### config.mk
export PLATFORM = sky130hd
export DESIGN_NAME = xlat_cache
export DESIGN_NICKNAME = d
export VERILOG_FILES = /design/src/rtl/xlat_cache_pkg.sv /design/src/rtl/xlat_match.sv /design/src/rtl/xlat_flush_ctl.sv /design/src/rtl/xlat_cache.sv
export SDC_FILE = /design/constraint.sdc
export NUM_CORES = 1
export LEC_CHECK = 0
export BUFFER_PORTS_ARGS = -buffer_cell sky130_fd_sc_hd__buf_2
export CORE_MARGIN = 1
export CORE_UTILIZATION = 60
export DETAILED_ROUTE_END_ITERATION = 7
export PLACE_DENSITY = 0.76
export SYNTH_ARGS = -nofsm -noshare
export SYNTH_HDL_FRONTEND = slang
export SYNTH_HIERARCHICAL = 1
export SYNTH_SLANG_ARGS = --single-unit
export TNS_END_PERCENT = 50
### constraint.sdc
create_clock -name clk -period 3.7 [get_ports clk]
set_input_delay 0.74 -clock clk [delete_from_list [all_inputs] [get_ports clk]]
set_output_delay 0.74 -clock clk [all_outputs]
set_load 0.01 [all_outputs]
### src/rtl/xlat_cache_pkg.sv
`timescale 1ns/1ps
package xlat_cache_pkg;

    localparam int VPN_W  = 20;
    localparam int PFN_W  = 20;
    localparam int PERM_W = 2;

    typedef struct packed {
        logic              valid;
        logic [VPN_W-1:0]  vpn;
        logic [PFN_W-1:0]  pfn;
        logic [PERM_W-1:0] perm;
        logic              dirty;
    } xc_entry_t;

    typedef struct packed {
        logic              valid;
        logic              hit;
        logic [PFN_W-1:0]  pfn;
        logic [PERM_W-1:0] perm;
    } xc_rsp_t;

endpackage

### src/rtl/xlat_match.sv
`timescale 1ns/1ps
// Parallel tag compare across all entries, with one-hot to index encoding.
module xlat_match
    import xlat_cache_pkg::*;
#(
    parameter int ENTRIES = 8,
    localparam int IDX_W  = $clog2(ENTRIES)
) (
    input  xc_entry_t [ENTRIES-1:0] ents,
    input  logic [VPN_W-1:0]        vpn,
    output logic [ENTRIES-1:0]      hit_vec,
    output logic                    any,
    output logic [IDX_W-1:0]        idx
);

    for (genvar g = 0; g < ENTRIES; g++) begin : g_cmp
        assign hit_vec[g] = ents[g].valid && (ents[g].vpn == vpn);
    end

    always_comb begin
        idx = '0;
        for (int i = 0; i < ENTRIES; i++) begin
            if (hit_vec[i]) begin
                idx = idx | IDX_W'(i);
            end
        end
    end

    assign any = |hit_vec;

endmodule

### src/rtl/xlat_flush_ctl.sv
`timescale 1ns/1ps
// Holds the directory base value and decides when the cache must be emptied.
module xlat_flush_ctl #(
    parameter int BASE_W = 20
) (
    input  logic              clk,
    input  logic              rst_n,
    input  logic              base_mov,
    input  logic              base_task,
    input  logic [BASE_W-1:0] base_new,
    output logic              flush
);

    logic [BASE_W-1:0] base_d, base_q;

    always_comb begin
        base_d = base_q;
        flush  = base_mov || (base_task && (base_new != base_q));
        if (base_mov || base_task) begin
            base_d = base_new;
        end
    end

    always_ff @(posedge clk) begin
        if (!rst_n) begin
            base_q <= '0;
        end else begin
            base_q <= base_d;
        end
    end

endmodule

### src/rtl/xlat_cache.sv
`timescale 1ns/1ps
module xlat_cache
    import xlat_cache_pkg::*;
#(
    parameter int ENTRIES = 8,
    parameter int BASE_W  = 20,
    localparam int IDX_W  = $clog2(ENTRIES)
) (
    input  logic              clk,
    input  logic              rst_n,
    input  logic              lkp_valid,
    input  logic [VPN_W-1:0]  lkp_vpn,
    input  logic              lkp_write,
    input  logic              fill_valid,
    input  logic              fill_present,
    input  logic [VPN_W-1:0]  fill_vpn,
    input  logic [PFN_W-1:0]  fill_pfn,
    input  logic [PERM_W-1:0] fill_perm,
    input  logic              fill_dirty,
    input  logic              base_mov,
    input  logic              base_task,
    input  logic [BASE_W-1:0] base_new,
    output logic              rsp_valid,
    output logic              rsp_hit,
    output logic [PFN_W-1:0]  rsp_pfn,
    output logic [PERM_W-1:0] rsp_perm
);

    typedef struct packed {
        xc_entry_t [ENTRIES-1:0] ents;
        logic [IDX_W-1:0]        ptr;
        xc_rsp_t                 rsp;
    } state_t;

    state_t st_d, st_q;

    logic                flush;
    logic [ENTRIES-1:0]  lk_hit_vec;
    logic                lk_any;
    logic [IDX_W-1:0]    lk_idx;
    logic [ENTRIES-1:0]  fl_hit_vec;
    logic                fl_any;
    logic [IDX_W-1:0]    fl_idx;
    logic [ENTRIES-1:0]  valid_vec;

    xlat_flush_ctl #(.BASE_W(BASE_W)) u_flush (
        .clk       (clk),
        .rst_n     (rst_n),
        .base_mov  (base_mov),
        .base_task (base_task),
        .base_new  (base_new),
        .flush     (flush)
    );

    xlat_match #(.ENTRIES(ENTRIES)) u_lk_match (
        .ents    (st_q.ents),
        .vpn     (lkp_vpn),
        .hit_vec (lk_hit_vec),
        .any     (lk_any),
        .idx     (lk_idx)
    );

    xlat_match #(.ENTRIES(ENTRIES)) u_fl_match (
        .ents    (st_q.ents),
        .vpn     (fill_vpn),
        .hit_vec (fl_hit_vec),
        .any     (fl_any),
        .idx     (fl_idx)
    );

    for (genvar g = 0; g < ENTRIES; g++) begin : g_valid
        assign valid_vec[g] = st_q.ents[g].valid;
    end

    always_comb begin
        logic             usable;
        logic [IDX_W-1:0] slot;
        st_d = st_q;

        // Response path: sees contents from before this cycle's updates.
        usable = lkp_valid && lk_any && !flush
                 && (!lkp_write || st_q.ents[lk_idx].dirty);
        st_d.rsp.valid = lkp_valid;
        st_d.rsp.hit   = usable;
        st_d.rsp.pfn   = usable ? st_q.ents[lk_idx].pfn  : '0;
        st_d.rsp.perm  = usable ? st_q.ents[lk_idx].perm : '0;

        // Update path: a flush wins over any fill in the same cycle.
        slot = fl_any ? fl_idx : st_q.ptr;
        if (flush) begin
            for (int i = 0; i < ENTRIES; i++) begin
                st_d.ents[i].valid = 1'b0;
            end
            st_d.ptr = '0;
        end else if (fill_valid && fill_present) begin
            st_d.ents[slot].valid = 1'b1;
            st_d.ents[slot].vpn   = fill_vpn;
            st_d.ents[slot].pfn   = fill_pfn;
            st_d.ents[slot].perm  = fill_perm;
            st_d.ents[slot].dirty = fill_dirty;
            if (!fl_any) begin
                st_d.ptr = (st_q.ptr == IDX_W'(ENTRIES - 1)) ? '0 : st_q.ptr + 1'b1;
            end
        end
    end

    always_ff @(posedge clk) begin
        if (!rst_n) begin
            st_q <= '0;
        end else begin
            st_q <= st_d;
        end
    end

    assign rsp_valid = st_q.rsp.valid;
    assign rsp_hit   = st_q.rsp.hit;
    assign rsp_pfn   = st_q.rsp.pfn;
    assign rsp_perm  = st_q.rsp.perm;

endmodule

Word level (Yosys, flattened, before mapping):

Cells that the tools add are included.

* register bits after elaboration: 399
* word-level logic and storage cells: 137

* add/subtract/negate cells: 1
* $lt $le $gt $ge: 3
* equality and inequality tests: 18
* mux-type cells: 33
* bitwise operators: 3
* reduce and logical (&&, ||, !) cells: 33

Operator list (count)
* 352-bit bitwise mux: 5
* 44-bit demux with 3-bit select: 5
* 20-bit equality test: 16
* 44-bit binary-select mux with 3-bit select: 1
* 23-bit 2-to-1 mux: 2
* 44-bit 2-to-1 mux: 1
* 43-bit 2-to-1 mux: 1
* 3-bit 2-to-1 mux: 11
* 1-bit logical AND: 22
* 20-bit != test: 1
* 8-bit OR reduction: 2
* 3-bit by 4-bit less-than comparator with 1-bit output (second input constant): 2
* 2-bit 2-to-1 mux: 4
* 2-bit AND reduction: 3
* 3-bit by 1-bit adder with 3-bit output (second input constant): 1
* 3-bit equality test (second input constant): 1
* 3-bit by 1-bit >= comparator with 1-bit output (second input constant): 1
* 1-bit logical OR: 3
* 1-bit 2-to-1 mux: 3
* 1-bit inverter: 3
* 1-bit zero test: 2
* 2-bit OR reduction: 1

Logic depth before layout (Yosys ltp):

Gate-level depths: netlist of the first run.

* depth in word-level cells: 19
* mapped depth: 14
* mapped depth without buffers: 10

Hierarchy:

The synthesis of the first run kept the hierarchy.

By module, submodules not included
* xlat_cache: instances 1, cells an instance 1503, area an instance 16333.2 sq um
* xlat_match: instances 2, cells an instance 248, area an instance 2099.5 sq um
* xlat_flush_ctl: instances 1, cells an instance 116, area an instance 977.2 sq um

Worst setup path after synthesis of the first run:

No wires, ideal clock.

* path type: input port to flip-flop
* start: input port fill_vpn[8]
* end: register st_q[55] (netlist bit)
* setup time: 0.066 ns
* arrival: 3.304 ns
* slack: 0.330 ns
* stages on the path: 13
* path through: buf_6 xnor2_1 nand4_1 nor4_2 nand4_4 nand4_2 or4_1 buf_2 or3_4 a211oi_4 buf_6 nand2_1 a21boi_2

* elaborated cells on any way between the ends: 39
* classes of those cells: order compare (2); eq/ne (8); mux (19); reduce/logical (10)

RTL lines
* from (decl): line xlat_cache.sv:16 `input logic [VPN_W-1:0] fill_vpn,`
* 20-bit equality test: line xlat_match.sv:17 `assign hit_vec[g] = ents[g].valid && (ents[g].vpn == vpn);`
* 1-bit logical AND: line xlat_match.sv:17
* 2-bit 2-to-1 mux (2 in series): line xlat_match.sv:23 `if (hit_vec[i]) begin`
* 3-bit 2-to-1 mux (3 in series): line xlat_match.sv:23
* 3-bit 2-to-1 mux (*): line xlat_match.sv:23
* via fl_idx[1]: line xlat_cache.sv:43 `logic [IDX_W-1:0] fl_idx;`
* 3-bit 2-to-1 mux (*): line xlat_cache.sv:89 `slot = fl_any ? fl_idx : st_q.ptr;`
* 3-bit by 4-bit less-than comparator with 1-bit output (implied by the code) / 3-bit by 1-bit >= comparator with 1-bit output (equally long branches): line xlat_cache.sv:97 `st_d.ents[slot].vpn = fill_vpn;`
* 1-bit logical AND (implied by the code): line xlat_cache.sv:97
* 43-bit 2-to-1 mux (implied by the code): line xlat_cache.sv:97
* 44-bit demux with 3-bit select: line xlat_cache.sv:97
* 352-bit bitwise mux: line xlat_cache.sv:97
* 352-bit bitwise mux: line xlat_cache.sv:98 `st_d.ents[slot].pfn = fill_pfn;`
* 352-bit bitwise mux: line xlat_cache.sv:99 `st_d.ents[slot].perm = fill_perm;`
* 352-bit bitwise mux (*): line xlat_cache.sv:100 `st_d.ents[slot].dirty = fill_dirty;`
* to (signal assigned): line xlat_cache.sv:111 `st_q <= st_d;`
* to (decl): line xlat_cache.sv:35 `state_t st_d, st_q;`

The timed path passes the listed nets; every way through them passes the cells marked *.
A chain may end at the register's enable or synchronous reset.

Final worst setup path of the first run:

* start: input port fill_vpn[7]
* end: register st_q[341] (netlist bit)

* elaborated cells on any way between the ends: 39
* classes of those cells: order compare (2); eq/ne (8); mux (19); reduce/logical (10)

RTL lines
* 20-bit equality test (*): line xlat_match.sv:17
* 1-bit logical AND (*): line xlat_match.sv:17
* via fl_hit_vec[0]: line xlat_cache.sv:41 `logic [ENTRIES-1:0] fl_hit_vec;`
* 8-bit OR reduction (*): line xlat_match.sv:29 `assign any = |hit_vec;`
* via fl_any: line xlat_cache.sv:42 `logic fl_any;`
* 3-bit 2-to-1 mux (*): line xlat_cache.sv:89
* 3-bit by 4-bit less-than comparator with 1-bit output (implied by the code) / 3-bit by 1-bit >= comparator with 1-bit output (equally long branches): line xlat_cache.sv:98
* 1-bit logical AND (implied by the code): line xlat_cache.sv:98
* 23-bit 2-to-1 mux (implied by the code): line xlat_cache.sv:98
* 44-bit demux with 3-bit select: line xlat_cache.sv:98
* 352-bit bitwise mux: line xlat_cache.sv:98
* 352-bit bitwise mux: line xlat_cache.sv:99
* 352-bit bitwise mux (*): line xlat_cache.sv:100

Marked as above.

==> results of run 1 <==
-- per-layer routing --
metal  vias to the layer above  part of all wire [%]  GRT usage [%]
met3                       122                   6.5           5.69
li1                       7271                     -              -
met5                         -                     0              0
met1                      7569                    44           41.5
met2                       545                    46           50.8
met4                         0                   3.5           12.2
-- worst paths after layout --
check                                          to        start  cells past startpoint  slack, ps
worst max-delay path                    st_q[341]  fill_vpn[7]                     14         80
worst min-delay path            u_flush/base_q[0]  base_new[0]                      3        440
worst max register to register          st_q[147]    st_q[157]                     13        300
worst min register to register           st_q[89]     st_q[89]                      2        460
-- power breakdown --
part	internal [mW]	switching (mW)
Combinational	0.359	0.422
Sequential	4.32	0.0183
Clock	2.57	1.76
Total	7.25	2.20
-- timing repair --
action / in CTS / in global routing
gates resized for setup: 0 / 5
endpoints found under the setup margin: 0 / 60
setup buffers: 0 / 2
-- state kept, by name (all words and copies together), names as in the netlist --
signal and cells:
st_q 355, rsp_pfn 20, u_flush/base_q 20, rsp_perm 2, rsp_hit 1, rsp_valid 1
-- critical path, stage by stage --
cell      delay [ps]
buf_2            340
buf_4            190
xor2_1            60
nor4_1           350
nand4_1          220
nor4_1           440
or4_4            250
buf_4            130
mux2i_1          100
buf_4            190
a211oi_4         350
buf_4            310
mux2i_1          290
nor2b_1          100
-- stage by stage --
stage | hold slack, ps | setup slack [ps] | area (um^2) | power (mW)
final | 439 | 80.2 | 24300 | 9.45
after global routing | 434 | -0.313 | 24300 | 9.75
after CTS | 420 | 90.1 | 24300 | 9.50
after detailed placement | 459 | -428 | 22900 | 5.20
after global placement | 449 | -402 | 22900 | 5.18
after floorplan | 440 | 338 | 21500 | 4.94
-- cell type report --
type                            count  area, um^2  area share (%)
Antenna cell                        2        5.00          0.0206
Clock buffer                       66        1230            5.06
Tap cell                          455         569            2.34
Inverter                            4        15.0          0.0617
Timing Repair Buffer              297        2440            10.0
Clock inverter                     12         166           0.684
Multi-Input combinational cell   1486       11900            49.0
Sequential cell                   399        7990            32.8
-- cell usage in the layout, fill, tap and decap left out, types with 34 or more instances in the layout --
| master | instances |
|---|---|
| a21boi_2 | 80 |
| a21oi_1 | 34 |
| buf_12 | 37 |
| buf_2 | 113 |
| buf_4 | 144 |
| clkbuf_16 | 44 |
| dfxtp_1 | 399 |
| mux2i_1 | 260 |
| mux4_2 | 45 |
| nand2_1 | 244 |
| nand4_1 | 62 |
| nor2b_1 | 258 |
| xnor2_1 | 267 |
| xor2_1 | 73 |
==> reports/qor.yml, run 1 <==
status: "complete, no violations"
cp-end-kind: "flip-flop"
grt_overflow_total: 0
ctsLongestPathBuffers: 3
fin_nets: 2324
critPathRequiredTime_ps: 4140
setup_violations: 0
drt_first_iter_violations: 1229
fmax_mhz: 276
min_period_ps: 3620
rows: 68
grt_pass1_vias: 15713
place_inst: 2638
ant_nets: 0
drive_gt1_share_pct: 22.7
syn-num-nets: 2196
grt_max_degree: 168
die-area_um2: 36500
final-hold-violation-count: 0
critPathLaunchType: "primary input"
critPathKind: "primary input to flip-flop"
syn_area_per_cell_um2: 10.2
stdcell_count: 2721
cts.sinks: 399
hpwl_um: 38700
drc: 0
arrival_ps: 4060
p_leak_nw: 7.91
first_pass_iters: 5
holdBufCountCts: 0
gp_congestion: 0.935
totalWireLength_um: 57300
max-cap-violations: 0
viasPerCell: 5.70
slew-limit-headroom_pct: 43.4
tns_ps: 0
min_path_type: "primary input to flip-flop"
peakVddDrop_mv: 0.466
min_period_over_period_pct: 97.8
clkSlewWorstSetupHoldPaths_ps: 60
via_count: 15507
syn_inst: 2103
power_density_nw_per_um2: 388
routedWlPerCell_um: 21.1
ios: 115
synthToLayoutAreaGrowth_pct: 13.4
grt_usage_pct: 31.4
num-fill-cells: 2583
cts_tree: "built"
grt_antenna_before_repair: 2
port-buffer-count: 114
grt_pass1_wl_um: 88200
cts_made_buffers: 43
die-height_um: 191
ys_warn_count: 6
design.core.area_um2: 34900
insertion_delay_ps: 570
critPathMaxFanout: 13
cts_root_buffer: "clkbuf_16"
die_x_um: 191
cts.htree.levels: 2
drv_slew: 0
netlist_area_um2: 21500
clock_skew_ps: 17.6
tightest_slew_ps: 849
final_core_util_pct: 69.8
initial_core_util_pct: 61.5
(Power assumes the default switching activity.)
==> run 2, diff against run 1 <==
--- a/config.mk
+++ b/config.mk
@@ -10,6 +10,7 @@
 export CORE_UTILIZATION = 60
 export DETAILED_ROUTE_END_ITERATION = 7
 export PLACE_DENSITY = 0.76
+export RECOVER_POWER = 25
 export SYNTH_ARGS = -nofsm -noshare
 export SYNTH_HDL_FRONTEND = slang
 export SYNTH_HIERARCHICAL = 1
==> run 2 against run 1 <==
- the flow now finishes with violations (capacitance limit, slew limit)
- sequential power barely moved
- sequential share of layout area rose by 0.088 points
- hold slack improved by 9.5 ps
- die area did not move
- critical path type unchanged
==> reports/qor.yml, run 2 (synthesis results as in run 1) <==
fmax_mhz: 276  # about the same
clock_skew_ps: 17.9  # +0.324 ps
critPathRequiredTime_ps: 4130  # about the same
max-cap-violations: 1  # +1
cts_made_buffers: 43  # unchanged
status: "finished, violations left"
violations: "capacitance limit, slew limit"
grt_pass1_vias: 15713  # unchanged
drt_first_iter_violations: 1184  # -3.7%
viasPerCell: 5.67  # -0.50%
setup_slack_ps: 77.3  # -2.89 ps
insertion_delay_ps: 570  # about the same
final_cell_mix: "dfxtp_1, xnor2_1, mux2i_1, nor2b_1, nand2_1"
cts_root_buffer: "clkbuf_16"
grt_antenna_before_repair: 2  # unchanged
holdBufCountCts: 0  # unchanged
die_x_um: 191  # unchanged
ctsLongestPathBuffers: 3  # unchanged
ant_nets: 0  # unchanged
largest_register_ffs: 355  # unchanged
p_leak_nw: 7.80  # -1.5%
drt-met1-wl_um: 24900  # -0.33%
critPathKind: "primary input to flip-flop"
drc: 0  # unchanged
synthToLayoutAreaGrowth_pct: 13.1
critPathLaunchType: "primary input"
multi_input_area_um2: 11900  # -0.11%
peakVddDrop_mv: 0.462  # -0.83%
clkSlewWorstSetupHoldPaths_ps: 60  # about the same
drive_gt1_share_pct: 21.5  # -1.2 points
critPathMaxFanout: 23  # +10
min_period_over_period_pct: 97.9  # about the same
cts.htree.levels: 2  # unchanged
final_common_cell: "dfxtp_1"
route.met3.wl_um: 3690  # -0.51%
drv_slew: 49  # +49
cts_tree: "built"
routedWlPerCell_um: 21.0  # -0.27%
routed.top_layer: "met4"
power_density_nw_per_um2: 389  # +0.26%
grt_usage_pct: 31.4  # unchanged
route.met2.wl_um: 26500  # -0.22%
via_count: 15429  # -0.50%
num-fill-cells: 2604  # +0.81%
min_path_type: "primary input to flip-flop"
rows: 68  # unchanged
gp_congestion: 0.935  # unchanged
place_ws_ps: -428  # unchanged
port-buffer-count: 114  # unchanged
die-area_um2: 36500  # unchanged
tightest_slew_ps: 2240  # +1390 ps
grt_overflow_total: 0  # unchanged
top_register: "st_q"
hpwl_um: 38700  # unchanged
arrival_ps: 4050  # about the same
setup_violations: 0  # unchanged
final_core_util_pct: 69.6  # -0.19 points
die-height_um: 191  # unchanged
ios: 115  # unchanged
final-hold-violation-count: 0  # unchanged
cp-end-kind: "flip-flop"
design.core.area_um2: 34900  # unchanged
first_pass_iters: 5  # unchanged
grt_pass1_wl_um: 88200  # unchanged
seq_area_um2: 7990  # unchanged
min_period_ps: 3620  # +2.89 ps
grt_max_degree: 168  # unchanged
totalWireLength_um: 57200  # -0.27%
initial_core_util_pct: 61.5  # unchanged
fin_nets: 2324  # unchanged
slew-limit-headroom_pct: -49.5  # -93 points
cts.sinks: 399  # unchanged
run 2: cell count changes in the layout (fill, tap and decap cells not counted), sizes merged:
cell | before | now
buf | 295 | 264
clkbuf | 68 | 99
run 2: repair_timing:
action	CTS	global route
setup endpoints to repair	0	60
gates resized for setup	0	5
buffers inserted	0	2
run 2: path summary, 6_finish.rpt:
check	from	cells after the start	slack, ps	end
worst max-delay path	lkp_vpn[10]	13	80	rsp_pfn[11]
worst min-delay path	base_new[18]	3	450	u_flush/base_q[18]
worst min register to register	st_q[89]	2	460	st_q[89]
worst max register to register	st_q[283]	13	250	rsp_pfn[11]
run 2: critical path, stage by stage:
cell	delay, ps
clkbuf_2	130
clkbuf_2	200
xnor2_1	200
nand4_1	230
nor4_1	440
nand4_1	250
nand4_1	260
clkbuf_2	350
mux2_2	390
a22o_1	180
o2111ai_1	280
buf_12	260
a21oi_1	100
run 2: final cells by class:
cell class	count	share of cell area (%)
Multi-Input combinational cell	1486	49.1
Clock buffer	66	5.08
Inverter	4	0.0618
Antenna cell	2	0.0206
Timing Repair Buffer	297	9.84
Clock inverter	12	0.685
Sequential cell	399	32.9
Tap cell	455	2.35
run 2: report_power, final:
part | switching [mW] | total (mW) | internal [mW]
combinational | 0.420 | 0.779 | 0.359
sequential | 0.0183 | 4.34 | 4.32
clock | 1.76 | 4.34 | 2.57
total | 2.20 | 9.45 | 7.25
run 2: metrics by stage:
| stage | total power [mW] | instance area, um^2 | TNS (ps) | std cells | hold slack, ps |
|---|---|---|---|---|---|
| after floorplan | 4.94 | 21500 | 0 | 2103 | 440 |
| after global placement | 5.18 | 22900 | -113420 | 2638 | 449 |
| after detailed placement | 5.20 | 22900 | -122290 | 2638 | 459 |
| after CTS | 9.50 | 24300 | 0 | 2716 | 420 |
| after global routing | 9.75 | 24300 | -0.313 | 2721 | 452 |
| final | 9.45 | 24300 | 0 | 2721 | 448 |
run 2: layer usage:
layer / GRT usage (%) / vias up
met1: 41.5 / 7543
met4: 12.2 / 0
met2: 50.8 / 501
met5: 0 / -
met3: 5.69 / 128
li1: - / 7257
